<file path="src/rtl/vec_ack_unit.sv">
module vec_ack_unit #(
  parameter int NLVL = 4,
  parameter int NSRC = 32,
  parameter int VEC_W = 16,
  parameter int LVL_W = 5,
  parameter int HW_BASE = 20,
  parameter int MEMERR_LVL = 29,
  parameter logic [15:0] MEMERR_VEC = 16'h0060,
  parameter logic [15:0] VEC_MASK = 16'h01FC
) (
  input  logic                        clk,
  input  logic                        rst_n,
  input  logic                        bus_reset,
  input  logic [NLVL*NSRC-1:0]        req_raise,
  input  logic                        memerr_raise,
  input  logic                        cfg_we,
  input  logic                        cfg_kind,
  input  logic [$clog2(NLVL)-1:0]     cfg_lvl,
  input  logic [$clog2(NSRC)-1:0]     cfg_src,
  input  logic [VEC_W-1:0]            cfg_data,
  input  logic                        ack_stb,
  input  logic [LVL_W-1:0]            ack_lvl,
  output logic [VEC_W-1:0]            ack_vec,
  output logic                        ack_valid,
  output logic                        ack_err,
  output logic                        memerr_pending
);
  localparam int NENT = NLVL * NSRC;
  localparam int SRC_W = $clog2(NSRC);
  localparam int LSEL_W = $clog2(NLVL);
  localparam int ENT_W = LSEL_W + SRC_W;
  localparam int HW_TOP = HW_BASE + NLVL - 1;
  localparam logic [VEC_W-1:0] MASK = VEC_W'(VEC_MASK);

  logic [NENT-1:0]   req_q;
  logic [VEC_W-1:0]  dvec_q [NENT];
  logic [VEC_W-1:0]  setb_q [NENT];
  logic              memerr_q;

  wire is_hw  = (ack_lvl >= LVL_W'(HW_BASE)) && (ack_lvl <= LVL_W'(HW_TOP));
  wire is_mem = (ack_lvl == LVL_W'(MEMERR_LVL));
  wire bad    = !is_hw && !is_mem;

  wire [LVL_W-1:0]  lvl_off = ack_lvl - LVL_W'(HW_BASE);
  wire [LSEL_W-1:0] row     = lvl_off[LSEL_W-1:0];
  wire [NSRC-1:0]   row_req = req_q[row*NSRC +: NSRC];

  logic             hit;
  logic [SRC_W-1:0] pick;
  always_comb begin
    hit  = 1'b0;
    pick = '0;
    for (int i = NSRC - 1; i >= 0; i--)
      if (row_req[i]) begin
        hit  = 1'b1;
        pick = SRC_W'(i);
      end
  end

  wire [ENT_W-1:0] ent = {row, pick};
  wire [ENT_W-1:0] cfg_ent = {cfg_lvl, cfg_src};
  wire [VEC_W-1:0] formed = (dvec_q[ent] | setb_q[ent]) & (setb_q[ent] | MASK);
  wire             take = ack_stb && is_hw && hit;
  wire [NENT-1:0]  clr = take ? (NENT'(1) << ent) : '0;

  always_ff @(posedge clk or negedge rst_n)
    if (!rst_n)         req_q <= '0;
    else if (bus_reset) req_q <= '0;
    else                req_q <= (req_q & ~clr) | req_raise;

  always_ff @(posedge clk or negedge rst_n)
    if (!rst_n) begin
      for (int e = 0; e < NENT; e++) begin
        dvec_q[e] <= '0;
        setb_q[e] <= '0;
      end
    end else if (cfg_we) begin
      if (cfg_kind) setb_q[cfg_ent] <= cfg_data;
      else          dvec_q[cfg_ent] <= cfg_data;
    end

  always_ff @(posedge clk or negedge rst_n)
    if (!rst_n)                    memerr_q <= 1'b0;
    else if (memerr_raise)         memerr_q <= 1'b1;
    else if (ack_stb && is_mem)    memerr_q <= 1'b0;

  always_ff @(posedge clk or negedge rst_n)
    if (!rst_n) begin
      ack_vec   <= '0;
      ack_valid <= 1'b0;
      ack_err   <= 1'b0;
    end else begin
      ack_valid <= ack_stb && !bad;
      ack_err   <= ack_stb && bad;
      if (ack_stb)
        ack_vec <= is_mem ? VEC_W'(MEMERR_VEC) : (is_hw && hit) ? formed : '0;
    end

  assign memerr_pending = memerr_q;
endmodule

</file>
<file path="config.mk">
export PLATFORM = sky130hd
export DESIGN_NAME = vec_ack_unit
export DESIGN_NICKNAME = d
export VERILOG_FILES = /design/src/rtl/vec_ack_unit.sv
export SDC_FILE = /design/constraint.sdc
export NUM_CORES = 2
export LEC_CHECK = 0
export BUFFER_PORTS_ARGS = -buffer_cell sky130_fd_sc_hd__buf_4
export CORE_MARGIN = 10
export CORE_UTILIZATION = 50
export DETAILED_ROUTE_END_ITERATION = 8
export PLACE_DENSITY = 0.66
export SYNTH_ARGS = -nofsm -noshare
export SYNTH_HDL_FRONTEND = slang
export SYNTH_SLANG_ARGS = --single-unit
export TNS_END_PERCENT = 5
</file>
<file path="constraint.sdc">
create_clock -name clk -period 6.4 [get_ports clk]
set_clock_uncertainty 0.2 [all_clocks]
set_input_delay 1.28 -clock clk [delete_from_list [all_inputs] [get_ports clk]]
set_output_delay 1.28 -clock clk [all_outputs]
set_load 0.03 [all_outputs]
</file>
Word-level counts from Yosys, hierarchy flattened:

Index checks and enable logic that the tools add are counted.

* RAM bits: 0
* memory bits (read-only): 0
* output and inout bits: 19
* word-level logic and storage cells: 373
* input bits: 163
* bits in latches: 0
* bits in registers: 4243
* memories: 0

* bitwise logic cells: 8
* order comparisons: 5
* shift-type cells: 2
* muxes and demuxes: 80
* add/sub/neg operators: 1
* div/mod/pow operators: 0
* $mul: 0
* reductions and logical operators: 15
* equality and inequality tests: 1

Operators with widths (number)
* bitwise mux 2048 bit: 2
* two-way mux 128 bit: 2
* binary-select mux 16 bit (select 7 bit): 2
* two-way mux 5 bit: 32
* AND 128 bit: 1
* inverter 128 bit: 1
* bitwise OR 128 bit: 1
* indexed part select 128 x 8 -> 32 bit: 1
* << shifter 1 x 7 -> 128 bit, first input constant: 1
* demux 16 bit (select 7 bit): 1
* two-way mux 16 bit: 7
* two-way mux 1 bit: 34
* AND 16 bit: 1
* greater-or-equal comparator 8 bit, second input constant: 2
* inverter 7 -> 8 bit: 2
* bitwise OR 16 bit: 1
* logical AND 1 bit: 9
* < comparator 8 x 1 -> 1 bit, second input constant: 1
* equality test 5 bit, second input constant: 1
* greater-or-equal comparator 5 bit, second input constant: 1
* less-or-equal comparator 5 bit, second input constant: 1
* AND reduction 2 bit: 2
* zero test 1 bit: 3
* nonzero test 2 bit: 1
* 2 further kinds: 2

Logic depth before layout (Yosys ltp):

* depth in word-level cells: 42
* depth in mapped cells: 20
* gate-level depth less buffers: 12

Least setup slack after synthesis:

No wires, ideal clock.

* path type: input to register
* start: input port ack_lvl[1]
* end: register ack_vec[2]
* data required time: 6.064 ns
* setup time: 0.136 ns
* cell stages on the path: 15
* buffers on the path: 4
* setup slack: 1.165 ns
* data arrival time: 4.899 ns
* cells stage by stage: buf_2 -> buf_2 -> buf_2 -> mux4_2 -> or3_4 -> or4_4 -> a22oi_2 -> buf_6 -> mux2_2 -> o221ai_1 -> a22oi_1 -> or4_1 -> o311ai_0 -> a311o_1 -> o311ai_1

* cells in the longest elaborated chain, start to end: 42
* elaborated cells on any way between the ends: 82
* classes of those cells: 1 x add/sub; 2 x order compare; 1 x eq/ne; 1 x shift; 72 x mux; 3 x bitwise; 2 x reduce/logical

Ends and longest elaborated chain
* start, declared: RTL line 22 `input logic [LVL_W-1:0] ack_lvl,`
* subtractor 2 x 1 -> 2 bit: RTL line 44 `wire [LVL_W-1:0] lvl_off = ack_lvl - LVL_W'(HW_BASE);`
* indexed part select 128 x 8 -> 32 bit: RTL line 46 `wire [NSRC-1:0] row_req = req_q[row*NSRC +: NSRC];`
* two-way mux 5 bit (32 in a row): RTL line 54 `if (row_req[i]) begin`
* inverter 7 -> 8 bit (implied by the code): RTL line 62 `wire [VEC_W-1:0] formed = (dvec_q[ent] | setb_q[ent]) & (setb_q[ent] | MASK);`
* binary-select mux 16 bit (select 7 bit): RTL line 62
* two-way mux 16 bit (implied by the code) (2 in a row): RTL line 62
* bitwise OR 16 bit: RTL line 62
* AND 16 bit: RTL line 62
* two-way mux 16 bit: RTL line 96 `ack_vec <= is_mem ? VEC_W'(MEMERR_VEC) : (is_hw && hit) ? formed : '0;`
* two-way mux 16 bit (*): RTL line 96
* end signal, assigned: RTL line 96
* end, declared: RTL line 23 `output logic [VEC_W-1:0] ack_vec,`

Every way passes the cells marked *; elsewhere a longest branch is shown, timed or not. The select of a mux whose other input is x is not followed.
A chain may end at the register's enable or synchronous reset.

Final worst setup path:

* start: input port ack_lvl[0]
* end: register ack_vec[5]

The elaborated chain is that of the path after synthesis.

==> reports/qor.yml <==
status: "completed"
drt-total-wl_um: 530000
cts_hold_buf: 0
synthTopCellsByArea: "dfrtp_1 55%, mux2_2 24%, nand2_1 4.5%"
dp_hpwl_um: 348000
die_h_um: 553
drive_gt1_frac: 0.378
cts_buffer_depth: 4
drc: 0
area_growth_pct: 14.9
track_usage: 0.335
final_hold_viol_count: 0
grt_pass1_vias: 106000
finalSetupViolCount: 0
synth.yosys.seq_area_share: 0.546
slew_violations: 0
worstSetupPathType: "in -> reg"
grt_pass1_wl_um: 763000
maxCapViolations: 0
grt_remaining_overflow: 0
ys_warn_count: 0
muxShareOfSynthArea: 0.257
grt_max_degree: 179
insertion_delay_ns: 1.00
synth.largest_area_cell: "dfrtp_1"
synth-compound-area-share: 0.0652
synth_ff_type: "dfrtp_1"
final.setup.tns_ns: 0
post_cts_resized: 0
coreArea_sq_mm: 0.282
dieWidth_um: 553
start_kind: "input port"
multiInputGateArea_sq_mm: 0.0599
fin_nets: 12400
nFillCells: 22700
synth-simple-area-share: 0.0970
cts.sinks: 3091
p_leak_uw: 0.0774
ant_nets: 0
seq_area_sq_mm: 0.0773
async_flop_share: 1.00
synth_fa_ha_area_frac: 0
synth_edf_count: 0
start_util: 0.502
fin_crit_ns: 6.19
arrival_ns: 6.87
max_freq_mhz: 161
wl_per_cell_um: 32.6
hp-class: "in -> async"
post-synth-top-area-fraction: 0.546
gp_congestion: 0.952
syn_nets: 12100
die_area_sq_mm: 0.305
num_rows: 195
numCtsBuffers: 333
cts_root_buf: "clkbuf_16"
synth_cell_type_count: 95
ioPinCount: 182
endpoint_kind: "flip-flop"
cts_tree: "done"
max_slew.worst_pin.slew_ns: 1.46
p_total_uw: 50700
crit_required_ns: 7.08
antenna_found_initial: 30
viasPerCell: 6.55
num_vias: 107000
syn_area_sq_mm: 0.142
rsz0062_at_grt: "no"
cts_setup_buffers: 0
fin_crit_sh: 0.968
synth_top_family_by_area: "multiplexers"
htreeDepth: 5
portBuffers: 181
worstPathMaxFanout: 23
syn_inst: 11900
first_iter_violations: 13200
clkTransAtPathRegs_ns: 0.06
power.density_mw_per_mm2: 312
dr.pass1.iters: 7
synth-seq-cells: 3091
holdWs_ns: 0.154
syn_area_per_cell_sq_um: 11.9
slew_headroom: 0.0262
synth-xor-area-share: 0
irDropWorstVdd_mv: 0.225
[state kept, by name, indices dropped and copies added (netlist names)]
signal          flops
ack_err             1
ack_valid           1
memerr_pending      1
dvec_q            896
req_q             128
setb_q           2048
ack_vec            16
[final timing paths]
kind	start	endpoint	slack, ns	cells past startpoint
worst max register to register	req_q[52]	ack_vec[5]	0.42	17
worst min register to register	memerr_pending	memerr_pending	0.29	1
worst max-delay path	ack_lvl[0]	ack_vec[5]	0.21	19
worst min-delay path	rst_n	dvec_q[470]	0.15	1
max in group asynchronous	rst_n	setb_q[22]	4.07	3
min in group clk	memerr_raise	memerr_pending	0.25	2
[layout by cell type, fill, tap and decap left out, types with 74 or more instances in the layout]
master,Yosys,routed
nand3_1,437,433
buf_4,69,884
mux2_2,3003,3003
dfrtp_1,3091,3091
a31oi_1,149,149
and3_1,91,90
a21oi_1,400,399
a311oi_1,84,84
nor3_1,300,298
or3_1,74,74
buf_12,1,129
clkbuf_1,586,79
nor2_1,440,370
o21ai_0,224,224
nand2_1,1684,1681
mux2i_1,119,119
clkbuf_16,0,340
clkbuf_8,0,98
[cells in the mapped netlist (23+ instances only)]
| cell | instances |
|---|---|
| buf_2 | 258 |
| or3_1 | 74 |
| o311ai_0 | 55 |
| a311oi_1 | 84 |
| nor4_1 | 29 |
| nor2_1 | 440 |
| mux2i_1 | 119 |
| buf_4 | 69 |
| o221ai_1 | 61 |
| nand4_1 | 48 |
| o211ai_1 | 67 |
| and3_1 | 91 |
| nand3_1 | 437 |
| o22ai_1 | 37 |
| dfrtp_1 | 3091 |
| a211oi_1 | 60 |
| o21ai_0 | 224 |
| a31oi_1 | 149 |
| buf_1 | 28 |
| clkbuf_1 | 586 |
| mux2_2 | 3003 |
| mux4_2 | 54 |
| o311ai_1 | 23 |
| nand2_1 | 1684 |
| a21oi_1 | 400 |
| nor3_1 | 300 |
| a22oi_1 | 26 |
| inv_1 | 65 |
| buf_6 | 54 |
[power breakdown]
group,internal [uW],leakage (uW),switching (uW)
Sequential,20500,0.0424,542
Combinational,3270,0.0294,6490
Clock,11600,0.00553,8350
[layer usage]
layer	up-vias	GRT usage	wire (um)
met4	36	0.188	35400
met2	6366	0.487	226000
met5	-	0	249
met3	1534	0.102	61900
li1	43200	-	-
met1	55600	0.448	207000
[area by class of cell]
cell class                      count  share of cell area
Sequential cell                  3091               0.475
Timing Repair Buffer             1021              0.0574
Antenna cell                       20            0.000307
Multi-Input combinational cell   7758               0.368
Clock inverter                     88             0.00767
Tap cell                         3743              0.0288
Inverter                           65             0.00150
Clock buffer                      510              0.0618
[worst max-delay path, stage by stage]
cell,delay (ns)
buf_4,0.19
buf_12,0.18
mux4_2,0.55
or3_1,0.33
a211oi_1,0.29
o21ai_0,0.37
a22oi_2,0.35
buf_12,0.20
buf_12,0.21
buf_4,0.24
nor3_1,0.06
o21ai_1,0.11
and3_1,0.20
a31oi_1,0.12
a2111oi_0,1.15
buf_4,0.25
o211ai_1,0.37
buf_12,0.29
nand4_1,0.06
[per-stage QoR]
stage | util | area (sq um) | setup slack [ns] | cells
2_1_floorplan | - | 142000 | 1.17 | 11900
3_3_place_gp | 0.537 | 151000 | -0.489 | 15700
3_5_place_dp | 0.537 | 151000 | -0.421 | 15700
4_1_cts | 0.577 | 163000 | 0.517 | 16300
5_1_grt | 0.577 | 163000 | 0.193 | 16300
6_report | 0.577 | 163000 | 0.206 | 16300
[kinds of logic (layout without fill, tap and decap cells)]
kind of cell           after synthesis  after routing
other                                0             20
flip-flops                        3091           3091
buffers and inverters             1062           1684
multiplexers                      3188           3188
AND/OR/NAND/NOR                   3178           3178
AO/OA/AOI/OAI                     1392           1392
No activity file was read; power rests on OpenSTA's default activity.
